### src/rtl/irqc_pkg.sv
package irqc_pkg;

    localparam int NIRQ = 8;
    localparam int IDW  = $clog2(NIRQ);
    localparam int DW   = 8;
    localparam int VECW = DW - IDW;

    typedef enum logic [1:0] {
        STEP_MASK = 2'd0,
        STEP_VEC  = 2'd1,
        STEP_CASC = 2'd2,
        STEP_MODE = 2'd3
    } init_step_e;

    typedef enum logic [2:0] {
        PC_ROT_OFF   = 3'd0,
        PC_NSPEC     = 3'd1,
        PC_NOP       = 3'd2,
        PC_SPEC      = 3'd3,
        PC_ROT_ON    = 3'd4,
        PC_NSPEC_ROT = 3'd5,
        PC_SET_PRIO  = 3'd6,
        PC_SPEC_ROT  = 3'd7
    } prio_code_e;

    typedef enum logic [1:0] {
        WK_DATA  = 2'd0,
        WK_INIT  = 2'd1,
        WK_RDCMD = 2'd2,
        WK_PRIO  = 2'd3
    } wkind_e;

    typedef struct packed {
        logic need_mode;
        logic single;
    } init_flags_t;

    typedef struct packed {
        logic [VECW-1:0] vec_hi;
        logic            auto_eoi;
        logic            nest_full;
    } mode_cfg_t;

    function automatic logic [NIRQ-1:0] line_bit(input logic [IDW-1:0] id);
        return NIRQ'(1) << id;
    endfunction

    function automatic logic [IDW-1:0] next_line(input logic [IDW-1:0] id);
        return id + IDW'(1);
    endfunction

    function automatic wkind_e classify(input logic addr, input logic [DW-1:0] d);
        if (addr)      return WK_DATA;
        else if (d[4]) return WK_INIT;
        else if (d[3]) return WK_RDCMD;
        else           return WK_PRIO;
    endfunction

endpackage

### src/rtl/irqc_init_seq.sv
module irqc_init_seq
    import irqc_pkg::*;
(
    input  logic          clk,
    input  logic          rst,
    input  logic          wr_en,
    input  logic          addr,
    input  logic [DW-1:0] wdata,
    output logic [DW-1:0] imr,
    output logic [DW-1:0] vec_base,
    output logic          auto_eoi,
    output logic          nest_full,
    output logic          init_err
);
    init_step_e  step;
    init_flags_t flags;
    mode_cfg_t   cfg;
    wkind_e      kind;

    assign kind = classify(addr, wdata);

    always_ff @(posedge clk) begin
        if (rst) begin
            step     <= STEP_MASK;
            flags    <= '0;
            cfg      <= '0;
            imr      <= '0;
            init_err <= 1'b0;
        end else begin
            init_err <= 1'b0;
            if (wr_en && kind == WK_INIT) begin
                imr             <= '0;
                cfg             <= '0;
                flags.need_mode <= wdata[0];
                flags.single    <= wdata[1];
                init_err        <= wdata[3];
                step            <= STEP_VEC;
            end else if (wr_en && kind == WK_DATA) begin
                unique case (step)
                    STEP_MASK: imr <= wdata;
                    STEP_VEC: begin
                        cfg.vec_hi <= wdata[DW-1:IDW];
                        if (flags.single)
                            step <= flags.need_mode ? STEP_MODE : STEP_MASK;
                        else
                            step <= STEP_CASC;
                    end
                    STEP_CASC: step <= flags.need_mode ? STEP_MODE : STEP_MASK;
                    STEP_MODE: begin
                        cfg.nest_full <= wdata[4];
                        cfg.auto_eoi  <= wdata[1];
                        step          <= STEP_MASK;
                    end
                    default: step <= STEP_MASK;
                endcase
            end
        end
    end

    assign vec_base  = {cfg.vec_hi, {IDW{1'b0}}};
    assign auto_eoi  = cfg.auto_eoi;
    assign nest_full = cfg.nest_full;

endmodule

### src/rtl/irqc_op_decode.sv
module irqc_op_decode
    import irqc_pkg::*;
(
    input  logic            clk,
    input  logic            rst,
    input  logic            wr_en,
    input  logic            addr,
    input  logic [DW-1:0]   wdata,
    input  logic            poll_take,
    input  logic            res_isr_valid,
    input  logic [IDW-1:0]  res_isr_id,
    output logic            rot_aeoi,
    output logic            spec_mask,
    output logic            poll_pend,
    output logic            sel_isr,
    output logic [NIRQ-1:0] isr_clr,
    output logic            prio_ld,
    output logic [IDW-1:0]  prio_base,
    output logic            ctl_reset
);
    wkind_e     kind;
    prio_code_e code;
    logic [IDW-1:0] arg;

    assign kind = classify(addr, wdata);
    assign code = prio_code_e'(wdata[7:5]);
    assign arg  = wdata[IDW-1:0];

    always_ff @(posedge clk) begin
        if (rst) begin
            rot_aeoi  <= 1'b0;
            spec_mask <= 1'b0;
            poll_pend <= 1'b0;
            sel_isr   <= 1'b0;
            isr_clr   <= '0;
            prio_ld   <= 1'b0;
            prio_base <= '0;
            ctl_reset <= 1'b0;
        end else begin
            isr_clr   <= '0;
            prio_ld   <= 1'b0;
            ctl_reset <= 1'b0;
            if (poll_take)
                poll_pend <= 1'b0;
            if (wr_en) begin
                unique case (kind)
                    WK_INIT: begin
                        rot_aeoi  <= 1'b0;
                        spec_mask <= 1'b0;
                        poll_pend <= 1'b0;
                        sel_isr   <= 1'b0;
                        prio_base <= '0;
                        prio_ld   <= 1'b1;
                        ctl_reset <= 1'b1;
                    end
                    WK_RDCMD: begin
                        if (wdata[2]) poll_pend <= 1'b1;
                        if (wdata[1]) sel_isr   <= wdata[0];
                        if (wdata[6]) spec_mask <= wdata[5];
                    end
                    WK_PRIO: begin
                        unique case (code)
                            PC_ROT_OFF, PC_ROT_ON: rot_aeoi <= code[2];
                            PC_NSPEC, PC_NSPEC_ROT: begin
                                if (res_isr_valid) begin
                                    isr_clr <= line_bit(res_isr_id);
                                    if (code == PC_NSPEC_ROT) begin
                                        prio_base <= next_line(res_isr_id);
                                        prio_ld   <= 1'b1;
                                    end
                                end
                            end
                            PC_SPEC: isr_clr <= line_bit(arg);
                            PC_SET_PRIO: begin
                                prio_base <= next_line(arg);
                                prio_ld   <= 1'b1;
                            end
                            PC_SPEC_ROT: begin
                                isr_clr   <= line_bit(arg);
                                prio_base <= next_line(arg);
                                prio_ld   <= 1'b1;
                            end
                            default: ;
                        endcase
                    end
                    default: ;
                endcase
            end
        end
    end

endmodule

### src/rtl/irqc_rd_path.sv
module irqc_rd_path
    import irqc_pkg::*;
(
    input  logic            rd_en,
    input  logic            addr,
    input  logic            poll_pend,
    input  logic            sel_isr,
    input  logic [NIRQ-1:0] res_irr,
    input  logic [NIRQ-1:0] res_isr,
    input  logic [DW-1:0]   imr,
    input  logic            res_req_valid,
    input  logic [IDW-1:0]  res_req_id,
    output logic [DW-1:0]   rdata,
    output logic            poll_take
);
    logic [DW-1:0] poll_word;

    assign poll_word = {res_req_valid, {(DW-1-IDW){1'b0}}, res_req_id};
    assign poll_take = rd_en && !addr && poll_pend;

    always_comb begin
        if (!rd_en)        rdata = '0;
        else if (addr)     rdata = imr;
        else if (poll_pend) rdata = poll_word;
        else if (sel_isr)  rdata = res_isr;
        else               rdata = res_irr;
    end

endmodule

### src/rtl/irqc_trig_reg.sv
module irqc_trig_reg
    import irqc_pkg::*;
#(
    parameter logic [NIRQ-1:0] TRIG_MASK = 8'hF8
) (
    input  logic            clk,
    input  logic            rst,
    input  logic            wr_en,
    input  logic [NIRQ-1:0] wdata,
    output logic [NIRQ-1:0] trig_mode
);
    for (genvar i = 0; i < NIRQ; i++) begin : g_bit
        if (TRIG_MASK[i]) begin : g_rw
            always_ff @(posedge clk) begin
                if (rst)        trig_mode[i] <= 1'b0;
                else if (wr_en) trig_mode[i] <= wdata[i];
            end
        end else begin : g_ro
            assign trig_mode[i] = 1'b0;
        end
    end

endmodule

### src/rtl/irqc_cmd_decoder.sv
module irqc_cmd_decoder
    import irqc_pkg::*;
#(
    parameter logic [NIRQ-1:0] TRIG_MASK = 8'hF8
) (
    input  logic            clk,
    input  logic            rst,
    input  logic            bus_addr,
    input  logic            bus_wr,
    input  logic            bus_rd,
    input  logic [DW-1:0]   bus_wdata,
    output logic [DW-1:0]   bus_rdata,
    input  logic            trig_wr,
    output logic [NIRQ-1:0] trig_mode,
    input  logic [NIRQ-1:0] res_irr,
    input  logic [NIRQ-1:0] res_isr,
    input  logic            res_isr_valid,
    input  logic [IDW-1:0]  res_isr_id,
    input  logic            res_req_valid,
    input  logic [IDW-1:0]  res_req_id,
    output logic [DW-1:0]   vec_base,
    output logic            auto_eoi,
    output logic            rot_aeoi,
    output logic            nest_full,
    output logic            spec_mask,
    output logic            poll_pend,
    output logic            sel_isr,
    output logic [DW-1:0]   imr,
    output logic [NIRQ-1:0] isr_clr,
    output logic            prio_ld,
    output logic [IDW-1:0]  prio_base,
    output logic            ctl_reset,
    output logic            init_err
);
    logic poll_take;

    irqc_init_seq u_init (
        .clk       (clk),
        .rst       (rst),
        .wr_en     (bus_wr),
        .addr      (bus_addr),
        .wdata     (bus_wdata),
        .imr       (imr),
        .vec_base  (vec_base),
        .auto_eoi  (auto_eoi),
        .nest_full (nest_full),
        .init_err  (init_err)
    );

    irqc_op_decode u_op (
        .clk           (clk),
        .rst           (rst),
        .wr_en         (bus_wr),
        .addr          (bus_addr),
        .wdata         (bus_wdata),
        .poll_take     (poll_take),
        .res_isr_valid (res_isr_valid),
        .res_isr_id    (res_isr_id),
        .rot_aeoi      (rot_aeoi),
        .spec_mask     (spec_mask),
        .poll_pend     (poll_pend),
        .sel_isr       (sel_isr),
        .isr_clr       (isr_clr),
        .prio_ld       (prio_ld),
        .prio_base     (prio_base),
        .ctl_reset     (ctl_reset)
    );

    irqc_rd_path u_rd (
        .rd_en         (bus_rd),
        .addr          (bus_addr),
        .poll_pend     (poll_pend),
        .sel_isr       (sel_isr),
        .res_irr       (res_irr),
        .res_isr       (res_isr),
        .imr           (imr),
        .res_req_valid (res_req_valid),
        .res_req_id    (res_req_id),
        .rdata         (bus_rdata),
        .poll_take     (poll_take)
    );

    irqc_trig_reg #(.TRIG_MASK(TRIG_MASK)) u_trig (
        .clk       (clk),
        .rst       (rst),
        .wr_en     (trig_wr),
        .wdata     (bus_wdata),
        .trig_mode (trig_mode)
    );

endmodule

### config.mk
export PLATFORM = sky130hd
export DESIGN_NAME = irqc_cmd_decoder
export DESIGN_NICKNAME = d
export VERILOG_FILES = /design/src/rtl/irqc_pkg.sv /design/src/rtl/irqc_init_seq.sv /design/src/rtl/irqc_op_decode.sv /design/src/rtl/irqc_rd_path.sv /design/src/rtl/irqc_trig_reg.sv /design/src/rtl/irqc_cmd_decoder.sv
export SDC_FILE = /design/constraint.sdc
export NUM_CORES = 1
export LEC_CHECK = 0
export CORE_ASPECT_RATIO = 1.1
export CORE_MARGIN = 2
export CORE_UTILIZATION = 45
export DETAILED_ROUTE_END_ITERATION = 8
export DONT_BUFFER_PORTS = 1
export SLEW_MARGIN = 5
export SYNTH_ARGS = -nofsm -noshare
export SYNTH_HDL_FRONTEND = slang
export SYNTH_HIERARCHICAL = 1
export SYNTH_SLANG_ARGS = --single-unit
### constraint.sdc
create_clock -name clk -period 1.3 [get_ports clk]
set_input_delay 0.13 -clock clk [delete_from_list [all_inputs] [get_ports clk]]
set_output_delay 0.13 -clock clk [all_outputs]
set_load 0.01 [all_outputs]
---- After elaboration in Yosys (flattened, before gate mapping) ----
Cells that the tools add are included.
storage, ports and cells
  output and inout bits ................... 52
  logic and storage cells ................. 110
  bits of input ports ..................... 38
  bits in registers ....................... 42
operators by class
  reductions and logical operators ........ 30
  bitwise operators ....................... 3
  mux-type cells .......................... 33
  add/sub/neg operators ................... 2
  equal/unequal tests ..................... 18
  shifts and indexed selects .............. 2
operators by type and width
  cell                                                               count
  8-bit 2-to-1 mux                                                   5
  8-bit case mux with 2 select lines                                 1
  1-bit by 3-bit left shift with 8-bit output, first input constant  2
  2-bit OR reduction                                                 7
  3-bit == test, second input constant                               4
  1-bit 2-to-1 mux                                                   12
  1-bit case mux with 2 select lines                                 6
  3-bit case mux with 2 select lines                                 2
  2-bit AND reduction                                                5
  3-bit AND reduction                                                3
  2-bit == test, second input constant                               4
  2-bit 2-to-1 mux                                                   4
  3-bit by 1-bit adder with 3-bit output, second input constant      2
  3-bit 2-to-1 mux                                                   2
  2-bit != test, second input constant                               3
  3-bit by 2-bit != test with 1-bit output, second input constant    2
  2-bit case mux with 3 select lines                                 1
  2-bit nonzero test                                                 3
  5-bit AND reduction                                                1
  2-bit by 1-bit == test with 1-bit output, second input constant    2
  1-bit logical AND                                                  4
  2-bit logical NOT                                                  2
  4-bit nonzero test                                                 1
  3-bit by 1-bit == test with 1-bit output, second input constant    1
  other kinds (7)                                                    9

---- Depth between registers and ports, before layout ----
Gate-level depths: netlist (run 1).
  word-level depth ........................ 7
  gate-level depth with buffers ........... 6
  depth with buffers taken out ............ 5

---- Modules after synthesis ----
The synthesis (run 1) kept the hierarchy.
modules (own cells, without submodules)
  module          cells each  area each (sq um)  instances
  irqc_init_seq   84          844.6              1
  irqc_op_decode  97          833.3              1
  irqc_rd_path    34          282.8              1
  irqc_trig_reg   20          206.4              1

---- Least setup slack after synthesis (run 1) ----
OpenSTA, ideal clock, no wires.
  path type ............................... input-to-reg
  start point ............................. input port bus_wdata[6]
  end point ............................... register u_op.prio_base[2]
  slack ................................... 53 ps
  stages .................................. 6
  arrival time ............................ 1,160 ps
  path buffers ............................ 1
  cells stage by stage .................... buf_4 -> nand2_4 -> mux2_2 -> ha_1 -> xor2_1 -> o31ai_1
between the ends
  longest elaborated chain between the ends .. 4
  elaborated cells on any way between the ends .. 12
RTL lines
  item                                                                       RTL line                source
  start: declaration                                                         irqc_cmd_decoder.sv:11  input logic [DW-1:0] bus_wdata,
  3-bit == test, or another cell as far along                                irqc_op_decode.sv:62    unique case (code)
  2-bit OR reduction, on equally long branches                               -
  3-bit case mux with 2 select lines, or another cell as far along           irqc_op_decode.sv:62
  3-bit case mux with 2 select lines or 5-bit AND reduction (tied branches)  -
  end signal: assignment                                                     irqc_op_decode.sv:68    prio_base <= next_line(res_isr_id);
  end signal: assignment                                                     irqc_op_decode.sv:75    prio_base <= next_line(arg);
  end signal: assignment                                                     irqc_op_decode.sv:80    prio_base <= next_line(arg);
  end: declaration                                                           irqc_op_decode.sv:18    output logic [IDW-1:0] prio_base,
Several ways; a longest one is shown, not always the timed one.
A chain may end at the register's enable or synchronous reset.

---- Worst setup path after layout (run 1) ----
  start point ............................. register u_op.poll_pend
  end point ............................... output port bus_rdata[2]
between the ends
  longest elaborated chain between the ends .. 3
RTL lines
  item                      RTL line                source
  start: declaration        irqc_op_decode.sv:14    output logic poll_pend,
  start signal: assignment  irqc_op_decode.sv:33    poll_pend <= 1'b0;
  start signal: assignment  irqc_op_decode.sv:44    poll_pend <= 1'b0;
  start signal: assignment  irqc_op_decode.sv:50    poll_pend <= 1'b0;
  8-bit 2-to-1 mux          irqc_rd_path.sv:24      else if (poll_pend) rdata = poll_word;
  8-bit 2-to-1 mux          irqc_rd_path.sv:23      else if (addr) rdata = imr;
  8-bit 2-to-1 mux          irqc_rd_path.sv:22      if (!rd_en) rdata = '0;
  end: declaration          irqc_cmd_decoder.sv:12  output logic [DW-1:0] bus_rdata,
Every way passes these cells.

==> out/results.md, run 1 <==
| Stage | Result | Value |
|:---|:---|:---|
| yosys | Mean instance size in the synthesized netlist | 9.22 µm² |
| yosys | Number of synthesized register bits | 42 |
| layout | Layout overhead on the synthesized area | 12.6% |
| floorplan | Placeable core region | 4650 µm² |
| clock network | Clock latency of the later-clocked register in the worst-skew pair | 0.29 ns |
| clock network | Clock net sink count | 42 |
| detailed routing | Post-route ant nets | 0 |
| grt | Total congestion overflow | 0 |
| yosys | Part of the Yosys area used for sequential elements | 0.388 |
| worst setup path | Worst setup EP type | output pin |
| worst setup path | Required time of the critical path | 1.17 ns |
| min path | Startpoint of the most critical hold path | bus_wdata[1] |
| clock network | CTS root buffer | sky130_fd_sc_hd__clkbuf_8 |
| yosys | Synthesis warning total | 6 |
| run | Number of maximum-capacitance constraint violations | 0 |
| sta | Number of max-slew violations in the final report | 0 |
| detailed routing | DRC violation count after routing | 0 |
| worst setup path | Worst Reg2Reg Path Length in Cells | 4 |
| sta | Worst Skew | 0.00155 ns |
| min path | Hold EP | u_init/flags[0] |
| yosys | List of most frequent post-synthesis cells | 42 x sky130_fd_sc_hd__dfxtp_1, 26 x sky130_fd_sc_hd__mux2i_1, 18 x sky130_fd_sc_hd__nand2_1 |
| sta | Maximum clock rate | 711 MHz |
| detailed routing | Number of vias per cell after detailed routing | 5.68 |
| yosys | Proportion of synthesized flip-flops having asynchronous set or reset | 0 |
| yosys | Count of cell types in the netlist | 49 |
| sta | Min cycle time layout | 1.41 ns |
| sta | Period Utilization, post-route | 1.08 |
| floorplan | Initial core utilization | 0.466 |
| detailed routing | Vias after detailed routing | 1756 |
| clock network | TritonCTS clock tree | built |
| layout | Ratio of cells with drive above 1 in the final layout | 0.162 |
| worst setup path | Worst setup SP type | register |
| placed design | Port buffer count | 0 |
| grt | Pin count of the biggest net entering global routing | 27 |
| clock network | Inserted Clock Buffers | 5 |
| power | Standby leakage power | 0.912 nW |
| detailed routing | WL per Instance | 17.3 µm |
| clock network | Buffer count from post-CTS setup fixing | 0 |
| sta | Number of failing hold endpoints at the final stage | 1 |
| floorplan | Die area | 5390 µm² |
| min path | Number of cells on the worst hold path | 2 |
| sta | Worst path setup slack after routing | -0.107 ns |
| grt | Combined global-route utilization of all metal layers | 0.192 |
| worst setup path | FF-to-FF setup slack | 0.11 ns |
| yosys | Post-synthesis cell area | 2170 µm² |
| detailed routing | First-pass iteration count of the detailed router | 4 |
| placed design | Last weighted congestion value of the routability-driven placer | 0.781 |
| worst setup path | CP Cell Sequence | or3b_4 -> o211ai_2 |
| placed design | Sum of net half-perimeters after detailed placement | 3370 µm |
| grt | Via count of the first global-routing pass | 1623 |
| min path | Path class of the lowest-slack min-delay path | input port to register |
| clock network | Clock-pin slew on the worst setup and hold paths | 0.07 ns |
| sta | Final setup violating endpoints | 8 |
| worst setup path | Reg2reg end | u_init/imr[7] |
| grt | Antenna violations before repair | 0 |
| placed design | Worst slack at placement | 0.0226 ns |
| layout | Layout Nets | 291 |
| layout | Antenna diodes | 0 |
| floorplan | Count of standard-cell rows | 26 |
| power | Total power divided by cell area | 1040 nW/µm² |
| floorplan | Die width | 70.2 µm |
| sta | Worst-Margin Slew | 0.578 ns |
| grt | Global-route wire length before repair | 8250 µm |
| floorplan | Vertical die dimension | 76.8 µm |
| worst setup path | WS Path Type | register to output pin |
| status | Result of the run | complete, but fails checks |
| yosys | Main flop type after synthesis | sky130_fd_sc_hd__dfxtp_1 |
| sta | Worst slack on hold paths | -0.00123 ns |
| clock network | Clock Path Buffers | 2 |
| yosys | Number of synthesized flops with an enable pin | 0 |
| status | Violations in the final reports | negative hold slack, negative setup slack |
| floorplan | I/O pin total | 90 |
| worst setup path | Arrival time at the worst endpoint | 1.28 ns |
| power | IR drop worst, VDD | 0.000735 V |
| power | Sum of internal, switching and leakage power | 0.00253 W |
| yosys | Most frequent cell after synthesis | sky130_fd_sc_hd__dfxtp_1 |
| yosys | Largest cells by area after synthesis | sky130_fd_sc_hd__dfxtp_1 39%, sky130_fd_sc_hd__mux2i_1 12%, sky130_fd_sc_hd__nand2_1 3.1% |
| worst setup path | Crit path max-delay cell type | sky130_fd_sc_hd__or3b_4 |
| sta | Normalized max-slew margin | 0.613 |
| worst setup path | Crit Path Max Fanout | 8 |
| detailed routing | Final Routed Wirelength | 5350 µm |
| worst setup path | Max stage delay on crit path | 0.45 ns |
| yosys | Yosys top cell by area | sky130_fd_sc_hd__dfxtp_1 |
| clock network | H-tree level count | 2 |
| sta | RSZ-0062 raised after global routing | true |
| yosys | Fraction of post-synthesis cell area in the top cell type by area | 0.388 |
| yosys | Synth Instances | 235 |
| worst setup path | FF-to-FF Start | u_init/step[1] |
| detailed routing | First-iteration detailed-routing DRC count | 73 |
-- where the power goes --
part / internal, W / switching, W
Sequential: 0.00132 / 0.0000365
Clock: 0.000429 / 0.000435
Combinational: 0.000149 / 0.000160
Total: 0.00190 / 0.000631
-- registers in the layout, indices dropped and copies added, names as in the netlist, 2 cells and up --
register and flops:
u_init/vec_base 5, u_init/flags 2, u_init/step 2, u_op/isr_clr 8, u_op/prio_base 3, u_trig/trig_mode 5
u_init/imr 8
-- cells by family after synthesis --
family	synth area share
buffers and inverters	0.0710
flip-flops	0.388
adder cells (fa/ha/maj)	0.00577
AO/OA/AOI/OAI	0.145
XOR/XNOR	0.00404
other	0.00347
multiplexers	0.132
AND/OR/NAND/NOR	0.250
-- routing by layer --
metal / up-vias / global-route usage / part of all wire
met3: 6 / 0.0604 / 0.076
met5: - / 0 / 0
li1: 862 / - / -
met4: 0 / 0.0731 / 0.013
met1: 814 / 0.240 / 0.44
met2: 74 / 0.309 / 0.47
-- what timing repair did --
action | 4_1_cts | 5_1_grt
pin swaps | 5 | 0
endpoints found under the hold margin | 30 | 2
hold buffers | 14 | 2
resized for setup | 1 | 0
setup endpoints to repair | 8 | 8
-- layout by cell type (no fill, tap or decap), types with 2 or more instances in the layout --
| cell type | netlist | layout |
|---|---|---|
| sky130_fd_sc_hd__dfxtp_1 | 42 | 42 |
| sky130_fd_sc_hd__mux2i_1 | 26 | 26 |
| sky130_fd_sc_hd__nand2_1 | 18 | 18 |
| sky130_fd_sc_hd__nor2_1 | 17 | 17 |
| sky130_fd_sc_hd__dlygate4sd3_1 | 0 | 16 |
| sky130_fd_sc_hd__a21oi_1 | 13 | 13 |
| sky130_fd_sc_hd__nand3_1 | 13 | 13 |
| sky130_fd_sc_hd__nor2_2 | 10 | 10 |
| sky130_fd_sc_hd__nor2b_1 | 9 | 9 |
| sky130_fd_sc_hd__buf_4 | 7 | 8 |
| sky130_fd_sc_hd__o21ai_0 | 7 | 7 |
| sky130_fd_sc_hd__clkbuf_8 | 0 | 6 |
| sky130_fd_sc_hd__conb_1 | 2 | 6 |
| sky130_fd_sc_hd__a22oi_1 | 6 | 6 |
| sky130_fd_sc_hd__nand4b_1 | 5 | 5 |
| sky130_fd_sc_hd__o21ai_2 | 4 | 4 |
| sky130_fd_sc_hd__o211ai_2 | 4 | 4 |
| sky130_fd_sc_hd__nor3b_1 | 3 | 3 |
| sky130_fd_sc_hd__nor3_1 | 3 | 3 |
| sky130_fd_sc_hd__nand2b_1 | 2 | 2 |
| sky130_fd_sc_hd__and3b_1 | 2 | 2 |
| sky130_fd_sc_hd__inv_1 | 2 | 2 |
| sky130_fd_sc_hd__o31ai_1 | 2 | 2 |
| sky130_fd_sc_hd__or4_1 | 2 | 2 |
-- layout make-up --
type | count | area [µm²]
clock buffers | 7 | 86.3
well taps | 56 | 70.1
flip-flops and latches | 42 | 841
multi-input cells | 176 | 1190
fillers | 448 | 2210
repair buffers | 25 | 240
clock inverters | 1 | 5.00
inverters | 2 | 7.51
-- worst max-delay path: cells and delay by family, from the launching register on --
kind | cells | cell delay (ns)
AOI/OAI and AO/OA | 1 | 0.22
DFF | 1 | 0.31
and+or+nand+nor | 1 | 0.45
-- worst max path at each step --
stage | from | endpoint | slack (ns) | cells after the start
detailed placement | u_op/poll_pend | bus_rdata[0] | 0.02 | 2
floorplan | bus_wdata[6] | u_op/prio_base[2] | 0.05 | 6
finish | u_op/poll_pend | bus_rdata[2] | -0.11 | 2
global placement | u_op/poll_pend | bus_rdata[0] | 0.03 | 2
CTS | u_op/poll_pend | bus_rdata[0] | -0.12 | 2
global route | u_op/poll_pend | bus_rdata[0] | -0.15 | 2
-- metrics by stage --
step	area (µm²)	setup TNS, ns	hold slack [ns]	cells	util
2_1_floorplan	2180	0	0.199	239	-
3_3_place_gp	2190	0	0.204	285	0.470
3_5_place_dp	2190	0	0.206	285	0.470
4_1_cts	2420	-0.923	0.000618	307	0.520
5_1_grt	2440	-1.10	0.0183	309	0.524
6_report	2440	-0.835	-0.00123	309	0.524
(Power assumes the default switching activity.)
==> run 2, diff against run 1 <==
--- a/config.mk
+++ b/config.mk
@@ -6,7 +6,6 @@
 export NUM_CORES = 1
 export LEC_CHECK = 0
 export CORE_ASPECT_RATIO = 1.1
-export CORE_MARGIN = 2
 export CORE_UTILIZATION = 45
 export DETAILED_ROUTE_END_ITERATION = 8
 export DONT_BUFFER_PORTS = 1
==> run 2 against run 1 <==
Against the previous run:
- the run ends with negative setup slack left
- worst hold slack better by 0.021 ns
- via count up 0.17%
- critical path depth unchanged
- critical endpoint is now bus_rdata[7]
==> out/results.md, run 2 (synthesized netlist as in run 1, its figures left out) <==
| Stage | Result | Value | Delta |
|:---|:---|:---|:---|
| layout | Antenna diodes | 0 | unchanged |
| worst setup path | WS Path Type | register to output pin | unchanged |
| sta | Worst Skew | 0.00183 ns | was 0.00155 ns |
| layout | Layout overhead on the synthesized area | 13.5% | was 12.6% |
| grt | Global-route wire length before repair | 7820 µm | was 8250 µm |
| floorplan | Die area | 5100 µm² | was 5390 µm² |
| clock network | Clock-pin slew on the worst setup and hold paths | 0.08 ns | was 0.07 ns |
| worst setup path | CP Cell Sequence | or3b_4 -> o211ai_2 | unchanged |
| layout | Most frequent standard cell in the layout excluding fill and tap cells | sky130_fd_sc_hd__dfxtp_1 | unchanged |
| floorplan | Placeable core region | 4650 µm² | unchanged |
| worst setup path | Worst setup SP type | register | unchanged |
| clock network | H-tree level count | 2 | unchanged |
| power | Total power divided by cell area | 1070 nW/µm² | was 1040 nW/µm² |
| sta | Sum of negative setup slack | -0.892 ns | was -0.835 ns |
| power | Standby leakage power | 0.916 nW | was 0.912 nW |
| grt | Total congestion overflow | 0 | unchanged |
| grt | Antenna violations before repair | 0 | unchanged |
| worst setup path | Arrival time at the worst endpoint | 1.29 ns | was 1.28 ns |
| min path | Path class of the lowest-slack min-delay path | input port to register | unchanged |
| worst setup path | Max stage delay on crit path | 0.47 ns | was 0.45 ns |
| detailed routing | Vias after detailed routing | 1759 | was 1756 |
| placed design | Port buffer count | 0 | unchanged |
| clock network | Inserted Clock Buffers | 5 | unchanged |
| layout | Commonest cells after routing, fill and taps aside | 42 x sky130_fd_sc_hd__dfxtp_1, 24 x sky130_fd_sc_hd__mux2i_1, 18 x sky130_fd_sc_hd__nand2_1 | was 42 x sky130_fd_sc_hd__dfxtp_1, 26 x sky130_fd_sc_hd__mux2i_1, 18 x sky130_fd_sc_hd__nand2_1 |
| layout | Largest registers in the final layout | u_init/imr x8, u_op/isr_clr x8 | unchanged |
| sta | Normalized max-slew margin | 0.597 | was 0.613 |
| floorplan | Count of standard-cell rows | 26 | unchanged |
| status | Violations in the final reports | negative setup slack | was negative hold slack, negative setup slack |
| layout | Ratio of cells with drive above 1 in the final layout | 0.175 | was 0.162 |
| placed design | Sum of net half-perimeters after detailed placement | 3300 µm | was 3370 µm |
| detailed routing | First-iteration detailed-routing DRC count | 67 | was 73 |
| worst setup path | Required time of the critical path | 1.17 ns | about the same |
| clock network | CTS root buffer | sky130_fd_sc_hd__clkbuf_8 | unchanged |
| layout | Cell area after layout | 2460 µm² | was 2440 µm² |
| grt | Via count of the first global-routing pass | 1543 | was 1623 |
| placed design | Area of placed instances | 2170 µm² | was 2190 µm² |
| sta | Worst-Margin Slew | 0.603 ns | was 0.578 ns |
| detailed routing | WL per Instance | 17.0 µm | was 17.3 µm |
| sta | Min cycle time layout | 1.42 ns | was 1.41 ns |
| floorplan | Vertical die dimension | 74.8 µm | was 76.8 µm |
| sta | Worst path setup slack after routing | -0.121 ns | was -0.107 ns |
| detailed routing | First-pass iteration count of the detailed router | 4 | unchanged |
| grt | Combined global-route utilization of all metal layers | 0.213 | was 0.192 |
| power | IR drop worst, VDD | 0.000596 V | was 0.000735 V |
| status | Result of the run | complete, but fails checks | unchanged |
| floorplan | I/O pin total | 90 | unchanged |
| detailed routing | Number of vias per cell after detailed routing | 5.71 | was 5.68 |
| sta | Final setup violating endpoints | 8 | unchanged |
| sta | Period Utilization, post-route | 1.09 | was 1.08 |
| worst setup path | Crit Path Max Fanout | 8 | unchanged |
| placed design | Last weighted congestion value of the routability-driven placer | 0.833 | was 0.781 |
| clock network | Clock net sink count | 42 | unchanged |
| clock network | Clock Path Buffers | 2 | unchanged |
| sta | Maximum clock rate | 704 MHz | was 711 MHz |
| clock network | Buffer count from post-CTS setup fixing | 0 | unchanged |
| sta | Number of max-slew violations in the final report | 0 | unchanged |
| sta | Number of failing hold endpoints at the final stage | 0 | was 1 |
| floorplan | Initial core utilization | 0.466 | unchanged |
| detailed routing | Post-route ant nets | 0 | unchanged |
| worst setup path | Worst setup EP type | output pin | unchanged |
| run | Number of maximum-capacitance constraint violations | 0 | unchanged |
| floorplan | Die width | 68.2 µm | was 70.2 µm |
| sta | RSZ-0062 raised after global routing | true | unchanged |
| sta | Worst slack on hold paths | 0.0194 ns | was -0.00123 ns |
| worst setup path | Crit path max-delay cell type | sky130_fd_sc_hd__or3b_4 | unchanged |
| detailed routing | DRC violation count after routing | 0 | unchanged |
| grt | Pin count of the biggest net entering global routing | 27 | unchanged |
| detailed routing | Final Routed Wirelength | 5250 µm | was 5350 µm |
| clock network | TritonCTS clock tree | built | unchanged |
| layout | Layout Nets | 290 | was 291 |
| clock network | Clock latency of the later-clocked register in the worst-skew pair | 0.29 ns | about the same |
## run 2: worst paths after layout
kind                            slack, ns                 to  cells past startpoint      startpoint
worst min-delay path                 0.02  u_op/prio_base[0]                      2             rst
worst max register to register       0.10      u_init/imr[6]                      4  u_init/step[1]
worst max-delay path                -0.12       bus_rdata[7]                      2  u_op/poll_pend
worst min register to register       0.48       u_op/sel_isr                      2    u_op/sel_isr
## run 2: final cells by class
cell class / instances / area [µm²]
well taps: 56 / 70.1
multi-input cells: 176 / 1210
inverters: 2 / 7.51
clock buffers: 8 / 110
repair buffers: 24 / 218
fillers: 436 / 2190
flip-flops and latches: 42 / 841
## run 2: layer usage
metal	share of wire	routed length, µm	GRT usage	up-vias
met2	0.46	2440	0.342	71
met1	0.46	2400	0.270	818
met4	0.016	85	0.0856	0
met3	0.062	328	0.0545	6
li1	-	-	-	864
met5	0	0	0	-
## run 2: stage by stage
step | setup WS, ns | total power (W) | cells | utilization
floorplan | 0.0529 | 0.00163 | 239 | -
global placement | 0.0359 | 0.00162 | 285 | 0.467
detailed placement | 0.0212 | 0.00162 | 285 | 0.467
CTS | -0.124 | 0.00265 | 308 | 0.525
global route | -0.174 | 0.00275 | 308 | 0.529
finish | -0.121 | 0.00263 | 308 | 0.529
## run 2: worst max-delay path, delay by kind of cell (launching register included)
kind | cells | cell delay (ns)
AND/OR/NAND/NOR | 1 | 0.47
AO/OA/AOI/OAI | 1 | 0.22
flip-flops | 1 | 0.32
## run 2: power breakdown
| group | total, W | switching (W) | internal [W] |
|---|---|---|---|
| Clock | 0.000967 | 0.000431 | 0.000536 |
| Combinational | 0.000306 | 0.000160 | 0.000145 |
| Sequential | 0.00135 | 0.0000364 | 0.00132 |
## run 2: repair_timing
action | CTS | global route
endpoints found under the hold margin | 32 | 0
pin swaps | 6 | 0
endpoints found under the setup margin | 8 | 8
resized for setup | 2 | 3
hold buffers | 15 | 0
==> run 3, diff against run 2 <==
--- a/config.mk
+++ b/config.mk
@@ -5,10 +5,13 @@
 export SDC_FILE = /design/constraint.sdc
 export NUM_CORES = 1
 export LEC_CHECK = 0
+export CELL_PAD_IN_SITES_DETAIL_PLACEMENT = 1
+export CELL_PAD_IN_SITES_GLOBAL_PLACEMENT = 2
 export CORE_ASPECT_RATIO = 1.1
-export CORE_UTILIZATION = 45
+export CORE_UTILIZATION = 32
 export DETAILED_ROUTE_END_ITERATION = 8
 export DONT_BUFFER_PORTS = 1
+export PLACE_DENSITY_LB_ADDON = 0.1
 export SLEW_MARGIN = 5
 export SYNTH_ARGS = -nofsm -noshare
 export SYNTH_HDL_FRONTEND = slang
==> run 3 against run 2 <==
Against the previous run:
- the run still ends with negative setup slack left
- register-to-register slack barely moved
- fmax is essentially flat
- sequential power is essentially flat
- worst hold slack got worse by 0.013 ns
- global-route usage shrank 3.2 points
- via count rose by 3.6%
- clock power fell by 17%
- wire length rose by 22%
- sequential share of layout area up 0.17 points
- critical path type unchanged
- critical endpoint is now bus_rdata[1]
- largest cell class unchanged
- largest power group unchanged
- highest routed layer unchanged
==> out/results.md, run 3 (synthesized netlist as in run 1, its figures left out) <==
| Stage | Result | Value | Delta |
|:---|:---|:---|:---|
| status | Result of the run | complete, but fails checks | unchanged |
| status | Violations in the final reports | negative setup slack | unchanged |
| detailed routing | WL per Instance | 19.3 µm | was 17.0 µm |
| sta | Worst slack on hold paths | 0.00602 ns | was 0.0194 ns |
| sta | Final setup violating endpoints | 8 | unchanged |
| clock network | Clock-pin slew on the worst setup and hold paths | 0.08 ns | about the same |
| sta | Worst path setup slack after routing | -0.120 ns | was -0.121 ns |
| layout | Antenna diodes | 0 | unchanged |
| power | Standby leakage power | 0.896 nW | was 0.916 nW |
| floorplan | Placeable core region | 6560 µm² | was 4650 µm² |
| detailed routing | First-pass iteration count of the detailed router | 4 | unchanged |
| floorplan | Count of standard-cell rows | 31 | was 26 |
| run | Number of maximum-capacitance constraint violations | 0 | unchanged |
| placed design | # placed instances | 311 | was 285 |
| worst setup path | Worst setup SP type | register | unchanged |
| clock network | TritonCTS clock tree | built | unchanged |
| sta | Maximum clock rate | 704 MHz | about the same |
| sta | Normalized max-slew margin | 0.571 | was 0.597 |
| placed design | Port buffer count | 0 | unchanged |
| detailed routing | DRC violation count after routing | 0 | unchanged |
| clock network | CTS root buffer | sky130_fd_sc_hd__clkbuf_8 | unchanged |
| detailed routing | Post-route ant nets | 0 | unchanged |
| detailed routing | First-iteration detailed-routing DRC count | 69 | was 67 |
| worst setup path | Arrival time at the worst endpoint | 1.29 ns | about the same |
| placed design | Sum of net half-perimeters after detailed placement | 4220 µm | was 3300 µm |
| floorplan | Initial core utilization | 0.331 | was 0.466 |
| floorplan | Die width | 80.5 µm | was 68.2 µm |
| layout | Ratio of cells with drive above 1 in the final layout | 0.161 | was 0.175 |
| floorplan | Vertical die dimension | 88.3 µm | was 74.8 µm |
| sta | Min cycle time layout | 1.42 ns | about the same |
| layout | Layout overhead on the synthesized area | 12.9% | was 13.5% |
| grt | Combined global-route utilization of all metal layers | 0.181 | was 0.213 |
| detailed routing | Final Routed Wirelength | 6380 µm | was 5250 µm |
| sta | Worst-Margin Slew | 0.642 ns | was 0.603 ns |
| placed design | Last weighted congestion value of the routability-driven placer | 0.752 | was 0.833 |
| grt | Antenna violations before repair | 0 | unchanged |
| sta | RSZ-0062 raised after global routing | true | unchanged |
| layout | Number of standard cells in the layout, taps in and fillers out | 331 | was 308 |
| layout | Commonest cells after routing, fill and taps aside | 42 x sky130_fd_sc_hd__dfxtp_1, 25 x sky130_fd_sc_hd__mux2i_1, 18 x sky130_fd_sc_hd__nand2_1 | was 42 x sky130_fd_sc_hd__dfxtp_1, 24 x sky130_fd_sc_hd__mux2i_1, 18 x sky130_fd_sc_hd__nand2_1 |
| sta | Number of failing hold endpoints at the final stage | 0 | unchanged |
| clock network | Inserted Clock Buffers | 5 | unchanged |
| power | Total power divided by cell area | 1010 nW/µm² | was 1070 nW/µm² |
| layout | Largest registers in the final layout | u_init/imr x8, u_op/isr_clr x8 | unchanged |
| grt | Via count of the first global-routing pass | 1854 | was 1543 |
| layout | Layout Nets | 288 | was 290 |
| detailed routing | Vias after detailed routing | 1822 | was 1759 |
| placed design | Worst slack at placement | 0.00653 ns | was 0.0212 ns |
| floorplan | I/O pin total | 90 | unchanged |
| grt | Total congestion overflow | 0 | unchanged |
| clock network | Clock Path Buffers | 2 | unchanged |
| clock network | Clock latency of the later-clocked register in the worst-skew pair | 0.29 ns | about the same |
| worst setup path | Required time of the critical path | 1.17 ns | about the same |
| detailed routing | Number of vias per cell after detailed routing | 5.50 | was 5.71 |
| worst setup path | Crit Path Max Fanout | 8 | unchanged |
| clock network | H-tree level count | 2 | unchanged |
| sta | Worst Skew | 0.00591 ns | was 0.00183 ns |
| sta | Period Utilization, post-route | 1.09 | about the same |
| sta | Number of max-slew violations in the final report | 0 | unchanged |
| clock network | Clock net sink count | 42 | unchanged |
| worst setup path | WS Path Type | register to output pin | unchanged |
| power | IR drop worst, VDD | 0.000397 V | was 0.000596 V |
| grt | Pin count of the biggest net entering global routing | 27 | unchanged |
| layout | Number of inserted filler cells in the final layout | 768 | was 436 |
| floorplan | Die area | 7110 µm² | was 5100 µm² |
| grt | Global-route wire length before repair | 9630 µm | was 7820 µm |
| min path | Path class of the lowest-slack min-delay path | input port to register | unchanged |
| layout | Most frequent standard cell in the layout excluding fill and tap cells | sky130_fd_sc_hd__dfxtp_1 | unchanged |
| clock network | Buffer count from post-CTS setup fixing | 0 | unchanged |
| worst setup path | Worst setup EP type | output pin | unchanged |
[run 3: final timing paths]
kind | endpoint | slack [ns] | start | cells after the start
max | bus_rdata[1] | -0.12 | u_op/poll_pend | 2
min | u_init/imr[5] | 0.006 | bus_wdata[5] | 2
max reg2reg | u_init/imr[0] | 0.10 | u_init/step[1] | 4
min reg2reg | u_init/vec_base[6] | 0.51 | u_init/vec_base[6] | 2
[run 3: routing by layer]
metal / vias to the layer above / global-route usage / wire length, µm
met3: 7 / 0.0381 / 430
met5: - / 0 / 0
met2: 80 / 0.313 / 3060
met4: 0 / 0.0536 / 74
met1: 875 / 0.225 / 2810
li1: 860 / - / -
[run 3: metrics by stage]
step           power [W]  utilization  setup TNS [ns]  instance area [µm²]
3_3_place_gp     0.00163        0.338               0                 2220
6_report         0.00247        0.373          -0.875                 2450
4_1_cts          0.00250        0.371           -1.03                 2430
2_1_floorplan    0.00163            -               0                 2180
3_5_place_dp     0.00164        0.338               0                 2220
5_1_grt          0.00259        0.373           -1.27                 2450
[run 3: critical path, cell delays in order (launching register included)]
cell                       delay (ns)
sky130_fd_sc_hd__dfxtp_1         0.31
sky130_fd_sc_hd__or3b_4          0.46
sky130_fd_sc_hd__o211ai_2        0.22
[run 3: final cells by class]
type	instances	area [µm²]	share of cell area
clock buffers	7	76.3	0.0312
inverters	2	7.51	0.00307
multi-input cells	176	1210	0.494
flip-flops and latches	42	841	0.344
well taps	82	103	0.0419
repair buffers	22	210	0.0859
[run 3: power breakdown]
part / switching [W] / leakage, nW / internal [W]
clock: 0.000428 / 0.0383 / 0.000370
sequential: 0.0000373 / 0.341 / 0.00132
combinational: 0.000167 / 0.517 / 0.000148
total: 0.000633 / 0.896 / 0.00184
[run 3: repair_timing]
| item | 4_1_cts | 5_1_grt |
|---|---|---|
| setup endpoints to repair | 8 | 9 |
| pin swaps | 6 | 1 |
| gates resized for setup | 2 | 2 |
| endpoints found under the hold margin | 31 | 0 |
| hold buffers | 13 | 0 |
